## config.mk

```make
export PLATFORM = sky130hd
export DESIGN_NAME = ulink_bridge
export DESIGN_NICKNAME = d
export VERILOG_FILES = /design/src/rtl/ulink_pkg.sv /design/src/rtl/ulink_sync.sv /design/src/rtl/ulink_fsm.sv /design/src/rtl/ulink_bridge.sv
export SDC_FILE = /design/constraint.sdc
export NUM_CORES = 1
export LEC_CHECK = 0
export BUFFER_PORTS_ARGS = -buffer_cell sky130_fd_sc_hd__buf_2
export CAP_MARGIN = 20
export CELL_PAD_IN_SITES_DETAIL_PLACEMENT = 1
export CELL_PAD_IN_SITES_GLOBAL_PLACEMENT = 2
export CORE_MARGIN = 2
export CORE_UTILIZATION = 28
export DETAILED_ROUTE_END_ITERATION = 12
export HOLD_SLACK_MARGIN = 0.1
export PLACE_DENSITY_LB_ADDON = 0.12
export SETUP_SLACK_MARGIN = 0.1
export SYNTH_ARGS = -nofsm -noshare
export SYNTH_HDL_FRONTEND = slang
export SYNTH_SLANG_ARGS = --single-unit
```

## constraint.sdc

```tcl
create_clock -name clk -period 1.55 [get_ports clk]
set_input_delay 0.155 -clock clk [delete_from_list [all_inputs] [get_ports clk]]
set_output_delay 0.155 -clock clk [all_outputs]
set_load 0.01 [all_outputs]
```

## src/rtl/ulink_pkg.sv

```systemverilog
`timescale 1ns/1ps
package ulink_pkg;

    // Handshake controller states
    typedef enum logic [2:0] {
        ST_IDLE,    // waiting for a host request with end low
        ST_SETUP,   // address and flag driven, start still low
        ST_STROBE,  // start high, waiting for end
        ST_ACK,     // one-cycle host acknowledge
        ST_DRAIN    // end still high from previous transfer
    } ulink_state_e;

endpackage

```

## src/rtl/ulink_sync.sv

```systemverilog
`timescale 1ns/1ps
// Optional flop chain for a signal crossing from user logic.
// STAGES == 0 gives a plain wire.
module ulink_sync #(
    parameter int unsigned STAGES  = 2,
    parameter bit          RST_VAL = 1'b0
) (
    input  logic clk,
    input  logic rst_n,
    input  logic d,
    output logic q
);

    generate
        if (STAGES == 0) begin : g_wire
            assign q = d;
        end else begin : g_chain
            logic [STAGES-1:0] sh;

            always_ff @(posedge clk or negedge rst_n) begin
                if (!rst_n) begin
                    sh <= {STAGES{RST_VAL}};
                end else begin
                    sh[0] <= d;
                    for (int i = 1; i < int'(STAGES); i++) begin
                        sh[i] <= sh[i-1];
                    end
                end
            end

            assign q = sh[STAGES-1];
        end
    endgenerate

endmodule

```

## src/rtl/ulink_fsm.sv

```systemverilog
`timescale 1ns/1ps
module ulink_fsm
    import ulink_pkg::*;
#(
    parameter int unsigned AW       = 4,
    parameter bit          RD_LEVEL = 1'b1
) (
    input  logic          clk,
    input  logic          rst_n,
    input  logic          host_req,
    input  logic          host_dir,
    input  logic [AW-1:0] host_addr,
    input  logic          end_s,
    output logic          host_ack,
    output logic [AW-1:0] usr_addr,
    output logic          usr_rd,
    output logic          usr_start
);

    ulink_state_e state_q, state_d;
    logic [AW-1:0] addr_q;
    logic          rd_q;
    logic          accept;

    assign accept = (state_q == ST_IDLE) && host_req && !end_s;

    // next-state logic
    always_comb begin
        state_d = state_q;
        unique case (state_q)
            ST_IDLE:   if (accept) state_d = ST_SETUP;
            ST_SETUP:  state_d = ST_STROBE;
            ST_STROBE: if (end_s) state_d = ST_ACK;
            ST_ACK:    state_d = end_s ? ST_DRAIN : ST_IDLE;
            ST_DRAIN:  if (!end_s) state_d = ST_IDLE;
            default:   state_d = ST_IDLE;
        endcase
    end

    // state register
    always_ff @(posedge clk or negedge rst_n) begin
        if (!rst_n) begin
            state_q <= ST_IDLE;
        end else begin
            state_q <= state_d;
        end
    end

    // transaction capture, loaded only on acceptance
    always_ff @(posedge clk or negedge rst_n) begin
        if (!rst_n) begin
            addr_q <= '0;
            rd_q   <= 1'b0;
        end else if (accept) begin
            addr_q <= host_addr;
            rd_q   <= (host_dir == RD_LEVEL);
        end
    end

    // outputs decoded from the registered state
    always_comb begin
        usr_start = 1'b0;
        host_ack  = 1'b0;
        unique case (state_q)
            ST_STROBE: usr_start = 1'b1;
            ST_ACK:    host_ack  = 1'b1;
            default:   ;
        endcase
        usr_addr = addr_q;
        usr_rd   = rd_q;
    end

    // ---------------- assertions ----------------
    p_setup_first_r2: assert property (@(posedge clk) disable iff (!rst_n)
        $rose(usr_start) |-> ($stable(usr_addr) && $stable(usr_rd)))
        else $error("R2: address or flag moved as start rose");

    p_hold_start_r3: assert property (@(posedge clk) disable iff (!rst_n)
        (usr_start && !end_s) |=> usr_start)
        else $error("R3: start dropped before end");

    p_drop_start_r3: assert property (@(posedge clk) disable iff (!rst_n)
        (usr_start && end_s) |=> (!usr_start && host_ack))
        else $error("R3/R5: start did not hand over to acknowledge");

    p_ack_width_r5: assert property (@(posedge clk) disable iff (!rst_n)
        host_ack |=> !host_ack)
        else $error("R5: acknowledge wider than one clock");

    p_ack_cause_r4: assert property (@(posedge clk) disable iff (!rst_n)
        host_ack |-> $past(end_s))
        else $error("R4: acknowledge without end");

    p_stable_r6: assert property (@(posedge clk) disable iff (!rst_n)
        ($past(usr_start) && (usr_start || host_ack)) |-> ($stable(usr_addr) && $stable(usr_rd)))
        else $error("R6: address or flag changed during transfer");

    p_no_start_on_end_r7: assert property (@(posedge clk) disable iff (!rst_n)
        $rose(usr_start) |-> !$past(end_s))
        else $error("R7: start rose while end was high");

endmodule

```

## src/rtl/ulink_bridge.sv

```systemverilog
`timescale 1ns/1ps
module ulink_bridge #(
    parameter int unsigned AW          = 4,
    parameter bit          RD_LEVEL    = 1'b1,
    parameter bit          ASYNC_USER  = 1'b1,
    parameter int unsigned SYNC_STAGES = 2
) (
    input  logic          clk,
    input  logic          rst_n,
    input  logic          host_req,
    input  logic          host_dir,
    input  logic [AW-1:0] host_addr,
    output logic          host_ack,
    output logic          host_irq_n,
    output logic [AW-1:0] usr_addr,
    output logic          usr_rd,
    output logic          usr_start,
    input  logic          usr_end,
    input  logic          usr_irq_n
);

    localparam int unsigned XSTAGES = ASYNC_USER ? SYNC_STAGES : 0;

    logic end_s;

    ulink_sync #(.STAGES(XSTAGES), .RST_VAL(1'b0)) u_end_sync (
        .clk   (clk),
        .rst_n (rst_n),
        .d     (usr_end),
        .q     (end_s)
    );

    ulink_sync #(.STAGES(XSTAGES), .RST_VAL(1'b1)) u_irq_sync (
        .clk   (clk),
        .rst_n (rst_n),
        .d     (usr_irq_n),
        .q     (host_irq_n)
    );

    ulink_fsm #(.AW(AW), .RD_LEVEL(RD_LEVEL)) u_fsm (
        .clk       (clk),
        .rst_n     (rst_n),
        .host_req  (host_req),
        .host_dir  (host_dir),
        .host_addr (host_addr),
        .end_s     (end_s),
        .host_ack  (host_ack),
        .usr_addr  (usr_addr),
        .usr_rd    (usr_rd),
        .usr_start (usr_start)
    );

    p_reset_quiet_r10: assert property (@(posedge clk)
        !rst_n |=> (!host_ack && !usr_start))
        else $error("R10: outputs active after reset");

endmodule

```

## Word-level counts from Yosys, hierarchy flattened

Cells that the tools add are included.

| word-level totals | value |
|---|---|
| output and inout port bits | 8 |
| logic and storage cells | 24 |
| flip-flop bits (word level) | 12 |
| input bits | 10 |

| cells by class | value |
|---|---|
| reductions and logical operators | 5 |
| eq/ne operators | 7 |
| multiplexer cells | 7 |

Operator list:

| operator | number |
|---|---|
| $pmux W3 S5 | 1 |
| $mux W3 | 4 |
| $eq A3 B2 Y1 const B | 2 |
| $ne A2 B2 Y1 const B | 2 |
| $eq A3 B1 Y1 const B | 1 |
| $eq A3 B3 Y1 const B | 1 |
| $logic_not A3 Y1 | 1 |
| $reduce_and A3 Y1 | 1 |
| $logic_and A1 B1 Y1 | 2 |
| $mux W1 | 2 |
| $ne A2 B1 Y1 const B | 1 |
| $logic_not A1 Y1 | 1 |

## Logic depth before layout (Yosys ltp)

| logic depth | value |
|---|---|
| depth in word-level cells | 5 |
| gate-level depth with buffers | 3 |
| depth with buffers taken out | 3 |

## Modules after synthesis

Synthesis repeated with hierarchy kept, for this count alone.

| unflattened totals | value |
|---|---|
| cells, all modules | 28 |
| area total of the unflattened synthesis | 436.7 um2 |

Modules (own cells, without submodules):

| module | times used | cells each | area an instance (um2) | seq. area each (um2) |
|---|---|---|---|---|
| ulink_fsm | 1 | 24 | 334.1 | 200.2 |
| ulink_sync at u_irq_sync | 1 | 2 | 52.6 | 52.6 |
| ulink_sync at u_end_sync | 1 | 2 | 50.0 | 50.0 |

## Least setup slack after synthesis

No wires, ideal clock.

| timing path | value |
|---|---|
| path type | reg2reg |
| start point | reg u_fsm.state_q[0] |
| end point | reg u_fsm.addr_q[0], in the netlist u_fsm.usr_addr[0] |
| data required time | 1423 ps |
| clock period less this slack | 1113 ps |
| stages on the path, launching flop included | 4 |
| path slack | 437 ps |
| path buffers | 0 |
| library setup time | 127 ps |
| data arrival time | 986 ps |
| cells stage by stage | dfrtp_1 nor2_2 nand3_4 mux2_1 |

| on the way | value |
|---|---|
| longest elaborated chain between the ends | 3 |

RTL lines:

| what | RTL line | text |
|---|---|---|
| from (decl) | ulink_fsm.sv:20 | `ulink_state_e state_q, state_d;` |
| from (signal assigned) | ulink_fsm.sv:45 | `state_q <= state_d;` |
| $logic_not A3 Y1 | ulink_fsm.sv:25 | `assign accept = (state_q == ST_IDLE) && host_req && !end_s;` |
| $logic_and A1 B1 Y1 (2 in a row) | ulink_fsm.sv:25 |  |
| to (signal assigned) | ulink_fsm.sv:55 | `addr_q <= host_addr;` |
| to (decl) | ulink_fsm.sv:21 | `logic [AW-1:0] addr_q;` |

Every way passes these cells.
A chain may end at the register's enable or synchronous reset.

## Final worst setup path

| timing path | value |
|---|---|
| start point | reg u_fsm.state_q[0] |
| end point | out usr_start |

| on the way | value |
|---|---|
| longest elaborated chain between the ends | 2 |

RTL lines:

| what | RTL line | text |
|---|---|---|
| $eq A3 B2 Y1 | ulink_fsm.sv:64 | `unique case (state_q)` |
| $mux W1 | ulink_fsm.sv:64 |  |
| to (decl) | ulink_bridge.sv:17 | `output logic usr_start,` |

Every way passes these cells.

==> summary.md <==
| Metric | Value |
|---|---|
| Status | `finished clean` |
| Syn Inst Count | `30` |
| Layout area overhead | `47.2%` |
| Pin count of the biggest net entering global routing | `13` |
| Simple-gate share of the synthesized area | `~15%` |
| DR vias | `around 340` |
| CTS tree | `yes` |
| Num rows | `14` |
| CTS max path bufs | `2` |
| DRT iter0 DRCs | `3` |
| Synth warn | `0` |
| Setup crit end kind | `output pin` |
| Initial core utilization | `just under 30%` |
| EDFF count, synth | `0` |
| Die height | `between 40 and 50 um` |
| CP Launch Type | `register` |
| GRT overflow | `0` |
| Root buffer cell | `clkbuf_4` |
| Cell taking the most area after synthesis | `dfrtp_1` |
| Finished Cell Area | `~660 um2` |
| Unique masters post-synth | `14` |
| Tot GR Track Use | `about an eighth` |
| Gpl congestion | `~0.65` |
| Post-synth top cells | `dfrtp_1 (10), mux2_1 (5), dfstp_2 (2), nor2_1 (2), nor2_2 (2)` |
| Clock Latency Late Sink | `0.27 ns` |
| DP Area | `about 550 um2` |
| Final Max Tran Viols | `0` |
| Worst Hold Slack | `~0.12 ns` |
| Slew @ Worst Pin | `between 0.2 and 0.3 ns` |
| Final wirelength | `~980 um` |
| Via/cell ratio | `approximately 4.6` |
| Clk sinks | `12` |
| Post-cts resize count | `0` |
| Vias in the first global route | `349` |
| Worst Path Required | `around 1.4 ns` |
| Hold Path Class | `primary input to register` |
| Final nets | `slightly below 70` |
| Most frequent cell after synthesis | `dfrtp_1` |
| Post-route ant nets | `0` |
| Total I/O pin count | `18` |
| Post-synthesis xor/xnor area fraction | `1.96%` |
| Total Neg Setup Slack | `0 ns` |
| Max_cap viols | `0` |
| Power per cell area | `about 1700 nW/um2` |
| Asr flop ratio synth | `100%` |
| PortBufs | `17` |
| Compound-cell area share of the yosys netlist | `about 2.8%` |
| CP Max Fanout | `5` |
| Largest family of logic cells by synthesized area | `simple AND/OR/NAND/NOR gates` |
| Post-synthesis sequential area ratio | `67.6%` |
| Fin Clk Skew | `0.00819 ns` |
| Worst Path Arrival | `around 1.2 ns` |
| Overall Power | `approximately 1.1 mW` |
| Synth Area in Adders | `0%` |
| RSZ-0062 raised after global routing | `no` |
| Share of layout cells above drive strength 1 | `46.6%` |
| Setup-failing EPs final | `0` |
| Core area | `1510 um2` |
| Minimum clock period | `around 1.3 ns` |
| Share of the clock period used by the worst path | `between 80% and 90%` |
| Dpl hpwl | `765 um` |
| WL/cell | `between 10 and 15 um` |
| Top achievable clock speed | `approximately 750 MHz` |
| Primary FF master, synth | `dfrtp_1` |
| Initial antenna violation count | `0` |
| Number of remaining DRC errors | `0` |
| Dominant cells by area after synthesis | `dfrtp_1 (56%), mux2_1 (13%), dfstp_2 (12%), nand3_4 (3.9%), nor2_2 (2.8%)` |
| Clock transition at the registers of the reported paths | `around 0.080 ns` |
| First-pass DRT Iterations | `4` |
| Seq cells post-synth | `12` |
| Relative max-transition margin | `between 80% and 90%` |
| Share of Yosys cell area claimed by the top area cell type | `approximately 56%` |
| Mux cell area share after synthesis | `around an eighth` |
| Max IR drop VDD | `slightly below 0.0007 V` |
| CP Class | `register to output pin` |
| Postcts setup bufs | `0` |
| Final Hold Fails | `0` |
| Leak Pwr | `roughly 0.31 nW` |
| First-pass GRT wire length | `around 1.6 mm` |
| FF-to-FF setup slack | `0.33 ns` |
| Syn Std Cell Area | `between 400 and 500 um2` |
| Die X-Extent | `44.0 um` |
| Syn Nets | `40` |
| Die ar. | `1940 um2` |
| CTS H-tree lvls | `1` |
| CTS buffer count | `3` |
| Synthesized area per cell | `between 10 and 15 um2` |
| Antenna Cells | `0` |
==> final cells by class <==
cell class / instances / area [um2]
Tap cell: 16 / 20.0
Sequential cell: 12 / 303
Timing Repair Buffer: 24 / 155
Fill cell: 164 / 847
Clock buffer: 4 / 36.3
Multi-Input combinational cell: 18 / 145
==> placed cells by master, fill, tap and decap left out, drive strengths merged <==
cell          n
o21a          1
mux2          5
xnor2         1
nor3b         1
nand3         1
clkbuf        4
nor3          1
a21oi         1
dfrtp        10
dlygate4sd3   7
nand2         1
dfstp         2
nor2          4
and2          2
buf          17
==> power by group <==
part	leakage [nW]	total [mW]	internal (mW)	switching (mW)
clock network	0.0210	0.242	0.143	0.0994
logic	0.148	0.364	0.187	0.178
registers	0.142	0.507	0.419	0.0876
total	0.311	1.11	0.748	0.365
==> per-layer routing <==
layer / routed length (um) / part of all wire (%) / up-vias / track usage (%)
met2: 551 / 56 / 7 / 20.3
met1: 387 / 39 / 167 / 12.6
li1: - / - / 161 / -
met3: 30 / 3.1 / 2 / 3.75
met5: 0 / 0 / - / 0
met4: 11 / 1.1 / 0 / 7.27
==> cell families after synthesis <==
| group | count (synthesis) |
|---|---|
| muxes | 5 |
| AOI/OAI and AO/OA | 2 |
| and+or+nand+nor | 10 |
| xor gates and xnor gates | 1 |
| DFF | 12 |
==> critical path, cell delays in order, from the launching register on <==
cell and delay (ns):
dfrtp_1 0.45, nor2_2 0.19, and2_2 0.16, buf_2 0.12
==> worst paths after layout <==
kind,startpoint,endpoint,cells past startpoint
min reg2reg,u_irq_sync.g_chain.sh[0],u_irq_sync.g_chain.sh[1],0
max in group asynchronous,rst_n,u_irq_sync.g_chain.sh[0],2
max,u_fsm.state_q[0],usr_start,3
min,host_addr[1],u_fsm.usr_addr[1],2
max reg2reg,u_fsm.state_q[0],u_fsm.usr_addr[1],3
min in group asynchronous,rst_n,u_fsm.usr_rd,2
==> sequential cells by signal (all words and copies together) (netlist names) <==
name                   cells
u_fsm.usr_addr             4
u_end_sync.g_chain.sh      2
u_irq_sync.g_chain.sh      2
u_fsm.state_q              3
u_fsm.usr_rd               1
==> timing repair <==
| item | CTS | global route |
|---|---|---|
| hold endpoints to repair | 18 | 0 |
| hold buffers | 7 | 0 |
| setup endpoints to repair | 0 | 0 |
==> per-stage QoR <==
stage,std cells,utilization (%),setup slack [ns]
floorplan,30,-,0.437
global placement,63,36.7,0.370
detailed placement,63,36.7,0.324
CTS,74,43.8,0.185
global route,74,43.8,0.137
finish,74,43.8,0.215
No activity file was read; power rests on OpenSTA's default activity.
